$ cat src/rtl/sixes_corr_pkg.sv
package sixes_corr_pkg;
  localparam int unsigned NIB_W = 4;

  // word with a 1 in the low bit of every lane
  function automatic logic [63:0] lane_lsb_mask(input int unsigned width);
    logic [63:0] m;
    m = '0;
    for (int unsigned i = 0; i < width; i += NIB_W) m[i] = 1'b1;
    return m;
  endfunction

  function automatic logic lanes_are_0_or_6(input logic [63:0] w, input int unsigned width);
    logic ok;
    ok = 1'b1;
    for (int unsigned i = 0; i < width; i += NIB_W)
      if (w[i +: NIB_W] != 4'h0 && w[i +: NIB_W] != 4'h6) ok = 1'b0;
    return ok;
  endfunction
endpackage

$ cat src/rtl/sixes_carry_extract.sv
module sixes_carry_extract
  import sixes_corr_pkg::*;
#(
  parameter int unsigned DATA_W = 64
) (
  input  logic [DATA_W-1:0] a_i,
  input  logic [DATA_W-1:0] b_i,
  output logic [DATA_W-1:0] lane_carry_o  // bit 4k = carry out of lane k
);
  logic [DATA_W:0] sum_full;
  logic [DATA_W:0] carry_in_vec;

  assign sum_full     = {1'b0, a_i} + {1'b0, b_i};
  assign carry_in_vec = sum_full ^ {1'b0, a_i ^ b_i};
  assign lane_carry_o = {{(NIB_W-1){1'b0}}, carry_in_vec[DATA_W:NIB_W]};

  logic unused_low;
  assign unused_low = ^carry_in_vec[NIB_W-1:0];
endmodule

$ cat src/rtl/sixes_lane_gen.sv
module sixes_lane_gen
  import sixes_corr_pkg::*;
#(
  parameter int unsigned DATA_W = 64
) (
  input  logic [DATA_W-1:0] lane_carry_i,
  output logic [DATA_W-1:0] corr_o
);
  localparam int unsigned NIBS = DATA_W / NIB_W;
  localparam logic [DATA_W-1:0] LSB_MASK = DATA_W'(lane_lsb_mask(DATA_W));

  logic [DATA_W-1:0] marked;
  assign marked = ~lane_carry_i & LSB_MASK;

  // times six per lane: each lane holds 0 or 1, so no lane overflows
  for (genvar k = 0; k < NIBS; k++) begin : g_lane
    logic [NIB_W-1:0] m;
    assign m = marked[k*NIB_W +: NIB_W];
    assign corr_o[k*NIB_W +: NIB_W] = (m << 2) + (m << 1);
  end
endmodule

$ cat src/rtl/sixes_out_stage.sv
module sixes_out_stage #(
  parameter int unsigned DATA_W  = 64,
  parameter bit          OUT_REG = 1'b1
) (
  input  logic              clk_i,
  input  logic              rst_ni,
  input  logic              valid_i,
  input  logic [DATA_W-1:0] data_i,
  output logic              valid_o,
  output logic [DATA_W-1:0] data_o
);
  if (OUT_REG) begin : g_reg
    always_ff @(posedge clk_i or negedge rst_ni) begin
      if (!rst_ni) begin
        valid_o <= 1'b0;
        data_o  <= '0;
      end else begin
        valid_o <= valid_i;
        if (valid_i) data_o <= data_i;
      end
    end

    assert_valid_delay_R7: assert property (@(posedge clk_i) disable iff (!rst_ni)
      valid_i |=> valid_o);
    assert_idle_no_valid_R8: assert property (@(posedge clk_i) disable iff (!rst_ni)
      !valid_i |=> !valid_o);
    assert_idle_hold_R8: assert property (@(posedge clk_i) disable iff (!rst_ni)
      !valid_i |=> $stable(data_o));
    assert_capture_R7: assert property (@(posedge clk_i) disable iff (!rst_ni)
      valid_i |=> data_o == $past(data_i));
  end else begin : g_comb
    logic unused_clk;
    assign unused_clk = clk_i ^ rst_ni;
    assign valid_o = valid_i;
    assign data_o  = data_i;
  end
endmodule

$ cat src/rtl/sixes_corr_gen.sv
module sixes_corr_gen
  import sixes_corr_pkg::*;
#(
  parameter int unsigned DATA_W  = 64,
  parameter bit          OUT_REG = 1'b1
) (
  input  logic              clk_i,
  input  logic              rst_ni,
  input  logic              valid_i,
  input  logic [DATA_W-1:0] a_i,
  input  logic [DATA_W-1:0] b_i,
  output logic              valid_o,
  output logic [DATA_W-1:0] corr_o
);
  localparam int unsigned NIBS = DATA_W / NIB_W;
  localparam int unsigned TOP  = (NIBS - 1) * NIB_W;

  logic [DATA_W-1:0] lane_carry;
  logic [DATA_W-1:0] corr_c;

  sixes_carry_extract #(.DATA_W(DATA_W)) u_carry (
    .a_i          (a_i),
    .b_i          (b_i),
    .lane_carry_o (lane_carry)
  );

  sixes_lane_gen #(.DATA_W(DATA_W)) u_lanes (
    .lane_carry_i (lane_carry),
    .corr_o       (corr_c)
  );

  sixes_out_stage #(.DATA_W(DATA_W), .OUT_REG(OUT_REG)) u_out (
    .clk_i   (clk_i),
    .rst_ni  (rst_ni),
    .valid_i (valid_i),
    .data_i  (corr_c),
    .valid_o (valid_o),
    .data_o  (corr_o)
  );

  // top-lane carry must match unsigned overflow of the full add
  assert_top_carry_R4: assert property (@(posedge clk_i) disable iff (!rst_ni)
    valid_i |-> lane_carry[TOP] == (a_i > ~b_i));
  assert_low_lane_R2: assert property (@(posedge clk_i) disable iff (!rst_ni)
    valid_i |-> lane_carry[0] == ((5'(a_i[3:0]) + 5'(b_i[3:0])) > 5'd15));
  assert_all_zero_R5: assert property (@(posedge clk_i) disable iff (!rst_ni)
    (valid_i && a_i == '0 && b_i == '0) |-> corr_c == DATA_W'({16{4'h6}}));
  assert_all_ones_R6: assert property (@(posedge clk_i) disable iff (!rst_ni)
    (valid_i && a_i == '1 && b_i == '1) |-> corr_c == '0);
  assert_lane_values_R9: assert property (@(posedge clk_i) disable iff (!rst_ni)
    lanes_are_0_or_6(64'(corr_o), DATA_W));
endmodule

$ cat config.mk
export PLATFORM = sky130hd
export DESIGN_NAME = sixes_corr_gen
export DESIGN_NICKNAME = d
export VERILOG_FILES = /design/src/rtl/sixes_corr_pkg.sv /design/src/rtl/sixes_carry_extract.sv /design/src/rtl/sixes_lane_gen.sv /design/src/rtl/sixes_out_stage.sv /design/src/rtl/sixes_corr_gen.sv
export SDC_FILE = /design/constraint.sdc
export NUM_CORES = 1
export LEC_CHECK = 0
export BUFFER_PORTS_ARGS = -buffer_cell sky130_fd_sc_hd__buf_2
export CAP_MARGIN = 20
export CORE_MARGIN = 4
export CORE_UTILIZATION = 23
export CTS_BUF_LIST = sky130_fd_sc_hd__clkbuf_2
export CTS_CLUSTER_DIAMETER = 40
export DETAILED_ROUTE_END_ITERATION = 8
export SLEW_MARGIN = 20
export SYNTH_ARGS = -nofsm -noshare
export SYNTH_HDL_FRONTEND = slang
export SYNTH_SLANG_ARGS = --single-unit
$ cat constraint.sdc
create_clock -name clk_i -period 1.4 [get_ports clk_i]
set_input_delay 0.28 -clock clk_i [delete_from_list [all_inputs] [get_ports clk_i]]
set_output_delay 0.28 -clock clk_i [all_outputs]
set_load 0.02 [all_outputs]
Word level (Yosys, flattened, before mapping). Cells that the tools add are included.

Bits in registers: 65. Input bits: 131. Output and inout port bits: 65.

Add/sub/neg operators: 17. Bitwise logic cells: 3.

Operators with widths (number): $add 64x64->65 (1); $xor 65x64->65 (1); $add 3x2->4 (16); $xor 64x64->64 (1); $not 61->61 (1).

Depth between registers and ports, before layout. Gate-level depths: netlist of run 1.

Depth in word-level cells: 4. Gate-level depth with buffers: 8. Depth with buffers taken out: 8.

By module. From an unflattened synthesis of run 1, not the netlist that was laid out.

Cells, all modules: 650. Area, all modules: 6203.4 sq um.

Modules (own cells, without submodules): sixes_carry_extract (instances 1, cells each 449, area an instance 3075.4 sq um); sixes_out_stage (instances 1, cells each 136, area an instance 2703.8 sq um); sixes_lane_gen (instances 1, cells each 65, area an instance 424.2 sq um).

Worst setup path after synthesis of run 1. Ideal clock, no wire load.

Path type: input port to flip-flop. Start: input a_i[23]. End: register u_out.data_o[58]. Arrival time: 1.916 ns. Required time: 1.306 ns. Path slack: -0.610 ns. Cell stages on the path: 8. Path buffers: 0. Cell sequence: ha_1 a21oi_2 o21ai_1 a221o_1 a211o_1 o21ai_2 a211oi_2 a221oi_2.

Word-level cells in the longest chain between the ends: 4.

RTL lines: start, declared (line sixes_corr_gen.sv:10) `input logic [DATA_W-1:0] a_i,`; $add 64x64->65 (line sixes_carry_extract.sv:13) `assign sum_full = {1'b0, a_i} + {1'b0, b_i};`; $xor 65x64->65 (line sixes_carry_extract.sv:14) `assign carry_in_vec = sum_full ^ {1'b0, a_i ^ b_i};`; $not 61->61 (line sixes_lane_gen.sv:13) `assign marked = ~lane_carry_i & LSB_MASK;`; $add 3x2->4 (line sixes_lane_gen.sv:19) `assign corr_o[k*NIB_W +: NIB_W] = (m << 2) + (m << 1);`; end signal, assigned (line sixes_out_stage.sv:19) `if (valid_i) data_o <= data_i;`; end, declared (line sixes_out_stage.sv:10) `output logic [DATA_W-1:0] data_o`.

Every way passes these cells. A chain may end at the register's enable or synchronous reset.

Worst setup path in the final report of run 1.
Start: input b_i[23]. End: register u_out.data_o[58].

Word-level cells in the longest chain between the ends: 4.

RTL lines: start, declared (line sixes_corr_gen.sv:11) `input logic [DATA_W-1:0] b_i,`; $add 64x64->65 (line sixes_carry_extract.sv:13); $xor 65x64->65 (line sixes_carry_extract.sv:14); $not 61->61 (line sixes_lane_gen.sv:13); $add 3x2->4 (line sixes_lane_gen.sv:19).

Every way passes these cells.

==> summary.txt, run 1 <==
Status
  • Status: complete, but fails checks
  • Failing checks: negative setup slack

CTS
  • TritonCTS clock tree: built
  • CTS clock-pin slew for the worst setup and hold paths: around 0.17 ns
  • CTS max path bufs: 2
  • Skew-Pair Late Insertion Delay: roughly 0.29 ns
  • CTS Buf Count: 3
  • Root Driver: clkbuf_2
  • Clk sinks: 17
  • Max H-tree Level: 1

Setup path
  • CP top delay family: compound AO/OA/AOI/OAI gates
  • Reg2Reg Setup Slack: roughly 0.6 ns
  • CP max stage delay: ~0.37 ns
  • CP arrival: a little over 2 ns
  • Reg-to-reg endpoint: u_out.data_o[10]
  • Stages on worst setup path: 9
  • Crit end category: flop
  • Critical Path RT: 1.62 ns
  • Crit Reg-Reg Startpoint: u_out.data_o[10]
  • Worst setup SP type: input pin
  • Slowest cell on crit path: a221o_1
  • Critical path class: in2reg
  • Cell Chain, Critical Path: buf_6, ha_4, a21oi_2, o21ai_2, a221o_1, a211o_1, o21ai_4, a211oi_2, a221oi_2
  • Critical path buffers and inverters: 1
  • Worst r2r path cells: 1
  • Critical path fanouts, max: 3

Synth
  • Post-synth EDFFs: 0
  • Top area cells in the synthesized netlist: ha_1 (32%), dfrtp_1 (17%), buf_4 (15%)
  • Yosys cell types: between 40 and 50
  • Most used flip-flop cell after synthesis: dfrtp_1
  • Yosys reg bits: 17
  • Syn_area_per_cell: just under 9 um2
  • Post-synthesis cell count: 278
  • Synth area leader: ha_1
  • Synthesized cell area: ~0.0025 mm2
  • Share of synthesized registers carrying an async set or reset: 1.000
  • Post-synth top area share: 0.3182
  • YS warnings: 0
  • Sequential element share of the synthesized area: 0.1717

Worst hold path
  • Hold Path Depth: 2
  • Hold_sp: valid_i
  • Hold Path Sink: u_out.data_o[14]
  • Hold Path Class: in2reg

Die
  • Starting Density: 0.2378
  • I/O Pins: 196
  • Core area: roughly 0.010 mm2
  • Die Wd: 111.8 um
  • Die area: approximately 0.012 mm2
  • Row count: 37
  • Die Height: between 100 and 150 um

STA
  • Setup ws final: -0.4205 ns
  • Final worst-path cycle share: 1.300
  • Final Hold Vio Count: 0
  • Unrepaired setup endpoints after global routing: yes
  • Total negative slack: -4.779 ns
  • Fmax: 549.3 MHz
  • Period minus WS final: 1.820 ns
  • Final setup violation count: 14
  • Final hold slack: about 0.25 ns
  • Clock Skews: 0 ns
  • Final Max Tran Viols: 0

Pwr
  • Sw Ratio: 0.4256
  • Pint: 1.299 mW
  • Clock share of power: 0.105
  • Power Dens Cells: about 570 mW/mm2
  • Sequential power share: 0.272
  • Comb power frac: 0.623
  • Sw power: 0.9624 mW
  • Peak VDD IR: 0.2439 mV
  • Static leakage: about 2.1 nW

GRT
  • Gr usage total: 0.1130
  • Largest net degree at the start of global routing: 18
  • Congestion Overflow GR: 0
  • Initial antenna violation count: 0
  • Number of global-route vias before repair: around 2700
  • First-pass GRT wire length: roughly 12 mm

Finish
  • Most common cell after layout, fill and taps aside: buf_2
  • Nets: approximately 660
  • Commonest cells after routing, fill and taps aside: buf_2 (150), ha_1 (46), buf_4 (36), conb_1 (32), nand2_1 (20)
  • Area Growth Syn to Fin: 60.35%
  • Core Util, Final: 0.3814
  • Share of post-route cells with drive strength above 1: 0.5508
  • Finished Layout Cells: between 500 and 600
  • N_diodes: 0

Place
  • DP HPWL: 6.730 mm
  • Dpl cells: just under 600
  • I/O Buffers: ~160
  • Gpl congestion: about 0.85

Route
  • Number of remaining DRC errors: 0
  • Final wirelength: between 7 and 8 mm
  • Routed vias: roughly 2600
  • Drt wl/cell: between 10 and 15 um
  • Routed Antenna Nets: 0
  • Vias per Instance: around 4.4
  • DR pass1 iterations: 4
  • Drt initial violations: 33

Job
  • Max-cap check violation count: 0
## cell usage after synthesis, types with 2 or more instances
library cell and number:
a211oi_2 2, a21o_1 13, a21oi_1 26, a221oi_2 3
and4_1 2, buf_4 48, clkbuf_1 3, dfrtp_1 17
ha_1 63, inv_1 8, mux2_2 3, nand2_1 20
nand3_1 5, nand4_1 13, nor2_1 7, nor3_1 2
o211ai_1 4, o21a_1 2, o21ai_0 12, o21ai_1 2
o31ai_1 2
## how the worst max path moves through the flow
stage / start / end / slack (ns)
3_5_place_dp: a_i[19] / u_out.data_o[58] / -0.85
5_1_grt: a_i[5] / u_out.data_o[42] / -0.47
4_1_cts: b_i[23] / u_out.data_o[58] / -0.43
3_3_place_gp: a_i[19] / u_out.data_o[58] / -0.80
2_1_floorplan: a_i[21] / u_out.data_o[58] / -0.52
6_report: b_i[23] / u_out.data_o[58] / -0.42
## power by group through the flow
stage	combinational, mW	sequential, mW	clock (mW)
after CTS	1.36	0.620	0.262
after floorplan	0.795	0.699	0
after global placement	1.26	0.625	0
after detailed placement	1.29	0.628	0
final	1.41	0.616	0.236
after global routing	1.55	0.633	0.287
## timing repair
item | 4_1_cts | 5_1_grt
cloned | 0 | 0
gates resized for setup | 20 | 19
endpoints found under the setup margin | 14 | 14
endpoints found under the hold margin | 17 | 0
hold buffers | 1 | 0
setup buffers | 3 | 4
pin swaps | 20 | 8
## flip-flops by register name (all words and copies together) (netlist names)
name / cells
u_out.data_o: 16
u_out.valid_o: 1
## final cells by class
class,instances,area (um2)
clock buffers,4,20.02
fillers,1059,6444
inverters,8,30.03
multi-input cells,233,2138
flip-flops and latches,17,425.4
well taps,136,170.2
repair buffers,201,1189
## through the flow
step                cell area, um2  power (mW)  setup WS (ns)
floorplan                     2809       1.494        -0.5150
global placement              3649       1.880        -0.7963
detailed placement            3649       1.915        -0.8459
CTS                           3832       2.238        -0.4311
global route                  3973       2.473        -0.4739
finish                        3973       2.261        -0.4205
## cells by family after synthesis
kind of cell               after synthesis  share of synthesized area
AOI/OAI and AO/OA                       80                     0.2202
adders and majority gates               63                     0.3182
buffers and inverters                   59                     0.1621
DFF                                     17                     0.1717
muxes                                    3                    0.01364
other                                    1                   0.001514
and+or+nand+nor                         55                     0.1126
## routing by layer
layer / part of all wire / vias to the layer above / GRT usage / wire length, um
met2: 0.54 / 102 / 0.2278 / 4123
met5: 0 / - / 0 / 0
li1: - / 1329 / - / -
met3: 0.081 / 2 / 0.02609 / 614
met1: 0.38 / 1196 / 0.1233 / 2871
met4: 0.0018 / 0 / 0.007299 / 14
Note: power is estimated with default switching activity, not from simulation.
==> inputs of run 2 (changes only) <==
==> constraint.sdc (replaced) <==
create_clock -name clk_i -period 1.4 [get_ports clk_i]
set_input_delay 0.14 -clock clk_i [delete_from_list [all_inputs] [get_ports clk_i]]
set_output_delay 0.14 -clock clk_i [all_outputs]
set_load 0.02 [all_outputs]
==> run 2 against run 1 <==
The flow still finishes with violations (negative setup slack). Fmax increased by 10%. Worst setup slack better by 0.17 ns. Via count is 0.76% higher. Design area increased by 1.8%. Global-route usage is 0.40 points higher. Critical path type unchanged. Critical endpoint unchanged. Largest cell class unchanged. Largest power group unchanged.
==> summary.txt, run 2 (synthesis gave the netlist of run 1 again) <==
CTS
  • CTS Hold Bufs: 1 (unchanged)
  • Clk sinks: 17 (unchanged)
  • CTS clock-pin slew for the worst setup and hold paths: 0.19 ns (+0.02 ns)
  • Max H-tree Level: 1 (unchanged)
  • Skew-Pair Late Insertion Delay: 0.31 ns (+0.02 ns)
  • Root Driver: clkbuf_2
  • CTS max path bufs: 2 (unchanged)
  • TritonCTS clock tree: built
  • CTS Buf Count: 3 (unchanged)

Worst hold path
  • Hold Path Class: in2reg
  • Hold_sp: valid_i

GRT
  • Initial antenna violation count: 0 (unchanged)
  • First-pass GRT wire length: 12.37 mm (+3.1%)
  • Congestion Overflow GR: 0 (unchanged)
  • Number of global-route vias before repair: 2787 (+3.8%)
  • Gr usage total: 0.1170 (+0.004022)
  • Largest net degree at the start of global routing: 18 (unchanged)

Finish
  • Multi-input gate area: 0.002180 mm2 (+1.9%)
  • Largest reg by FF count: u_out.data_o
  • Commonest cells after routing, fill and taps aside: buf_2 (144), ha_1 (45), conb_1 (32), buf_4 (32), buf_6 (22)
  • Final Cell Area: 0.004044 mm2 (+1.8%)
  • N_diodes: 0 (unchanged)
  • Area Growth Syn to Fin: 63.23%
  • Nets: 656 (-0.30%)
  • Share of post-route cells with drive strength above 1: 0.5618 (+0.01107)
  • Finished Layout Cells: 597 (-0.33%)
  • Max reg flops: 16 (unchanged)
  • Register area: 425.4 um2 (unchanged)
  • Most common cell after layout, fill and taps aside: buf_2
  • Top Registers: u_out.data_o: 16 flops, u_out.valid_o: 1 flops
  • Fill count: 1071 (+1.1%)

Setup path
  • Critical path class: in2reg
  • Worst setup SP type: input pin
  • Crit Reg-Reg Startpoint: u_out.data_o[26]
  • Critical Path Source: a_i[26]
  • Crit end category: flop
  • Critical path fanouts, max: 3 (unchanged)
  • Critical Path RT: 1.64 ns (+0.02 ns)
  • CP arrival: 1.89 ns (-0.15 ns)
  • Reg2Reg Setup Slack: 0.60 ns (about the same)

STA
  • Final Hold Vio Count: 0 (unchanged)
  • Final setup violation count: 14 (unchanged)
  • Final worst-path cycle share: 1.179 (-0.1216)
  • Fmax: 606.0 MHz (+10%)
  • Setup ws final: -0.2503 ns (+0.1702 ns)
  • Unrepaired setup endpoints after global routing: yes
  • Final Max Tran Viols: 0 (unchanged)
  • Period minus WS final: 1.650 ns (-0.1702 ns)
  • Clock Skews: 0 ns (unchanged)

Route
  • Vias per Instance: 4.437 (+1.1%)
  • Drt initial violations: 41 (+24%)
  • Drt wl/cell: 13.16 um (+3.4%)
  • Routed vias: 2649 (+0.76%)
  • Number of remaining DRC errors: 0 (unchanged)
  • Final wirelength: 7.858 mm (+3.1%)
  • Routed Antenna Nets: 0 (unchanged)
  • DR pass1 iterations: 4 (unchanged)

Die
  • Die area: 0.01250 mm2 (unchanged)
  • I/O Pins: 196 (unchanged)
  • Starting Density: 0.2378 (unchanged)
  • Core area: 0.01042 mm2 (unchanged)
  • Die Height: 111.8 um (unchanged)
  • Die Wd: 111.8 um (unchanged)
  • Row count: 37 (unchanged)

Pwr
  • Clock share of power: 0.109 (+0.004)
  • Peak VDD IR: 0.2758 mV (+13%)
  • Static leakage: 2.069 nW (+0.75%)
  • Power Dens Cells: 568.8 mW/mm2 (about the same)
  • Sw power: 0.9992 mW (+3.8%)
  • Sequential power share: 0.268 (-0.004)
  • Comb power frac: 0.622 (about the same)
  • Pint: 1.301 mW (+0.16%)
  • Sw Ratio: 0.4344 (+0.008790)

Place
  • I/O Buffers: 163 (unchanged)
  • DP HPWL: 6.656 mm (-1.1%)
  • Gpl congestion: 0.8513 (+0.52%)
  • DP Area: 0.003532 mm2 (-3.2%)
  • Dpl cells: 589 (+0.34%)

Status
  • Status: complete, but fails checks
  • Failing checks: negative setup slack

Job
  • Max-cap check violation count: 0 (unchanged)
-- run 2: cell count changes in the layout (fill, tap and decap cells not counted), sizes merged --
cell    before  now
clkbuf       4    3
buf        200  198
clkinv       0    1
-- run 2: area by class of cell --
type	instances	area share
clock buffer	3	0.003713
clock inverter	1	0.001238
inverter	8	0.007426
multi-input combinational	233	0.5390
sequential	17	0.1052
tap	136	0.04208
timing repair buffer	199	0.3014
-- run 2: what timing repair did --
action,4_1_cts,5_1_grt
pin swaps,27,15
setup buffers,4,0
endpoints found under the hold margin,17,1
setup endpoints to repair,12,14
cloned,0,0
resized for setup,53,23
-- run 2: final timing paths --
path | depth (start not counted) | to
worst min-delay path | 1 | u_out.valid_o
worst max-delay path | 9 | u_out.data_o[58]
min in group asynchronous | 2 | u_out.data_o[54]
worst min register to register | 2 | u_out.data_o[38]
worst max register to register | 1 | u_out.data_o[26]
max in group asynchronous | 2 | u_out.data_o[10]
-- run 2: per-stage QoR --
stage               power, mW  utilization  worst slack (ns)  TNS [ns]  hold WS [ns]
global route            2.495       0.3882           -0.3331    -2.781     -0.002734
floorplan               1.448            -           -0.3750    -2.686       -0.1556
global placement        1.829       0.3391           -0.7371    -8.039        0.1112
finish                  2.300       0.3882           -0.2503    -1.863       0.03334
detailed placement      1.860       0.3391           -0.7612    -8.319        0.1127
CTS                     2.283       0.3773           -0.2441    -1.706       0.01773
-- run 2: power by group through the flow --
stage               Clock [mW]  Sequential, mW  Combinational, mW
detailed placement           0           0.628               1.23
finish                   0.252           0.617               1.43
CTS                      0.272           0.620               1.39
global route             0.284           0.632               1.58
floorplan                    0           0.699              0.749
global placement             0           0.625               1.20
-- run 2: routing by layer --
metal  wire length [um]  track usage  up-vias  part of all wire
met5                  0            0        -                 0
met4                 89      0.02271        0             0.011
met3                605      0.01902        6             0.077
met2               4199       0.2290      113              0.53
met1               2964       0.1320     1203              0.38
li1                   -            -     1327                 -
-- run 2: worst max-delay path, stage by stage --
cell	delay [ns]
buf_6	0.10
ha_4	0.23
nand4_1	0.17
inv_1	0.06
a221o_1	0.33
a211o_1	0.33
o21ai_4	0.20
a211oi_2	0.10
a221oi_2	0.22
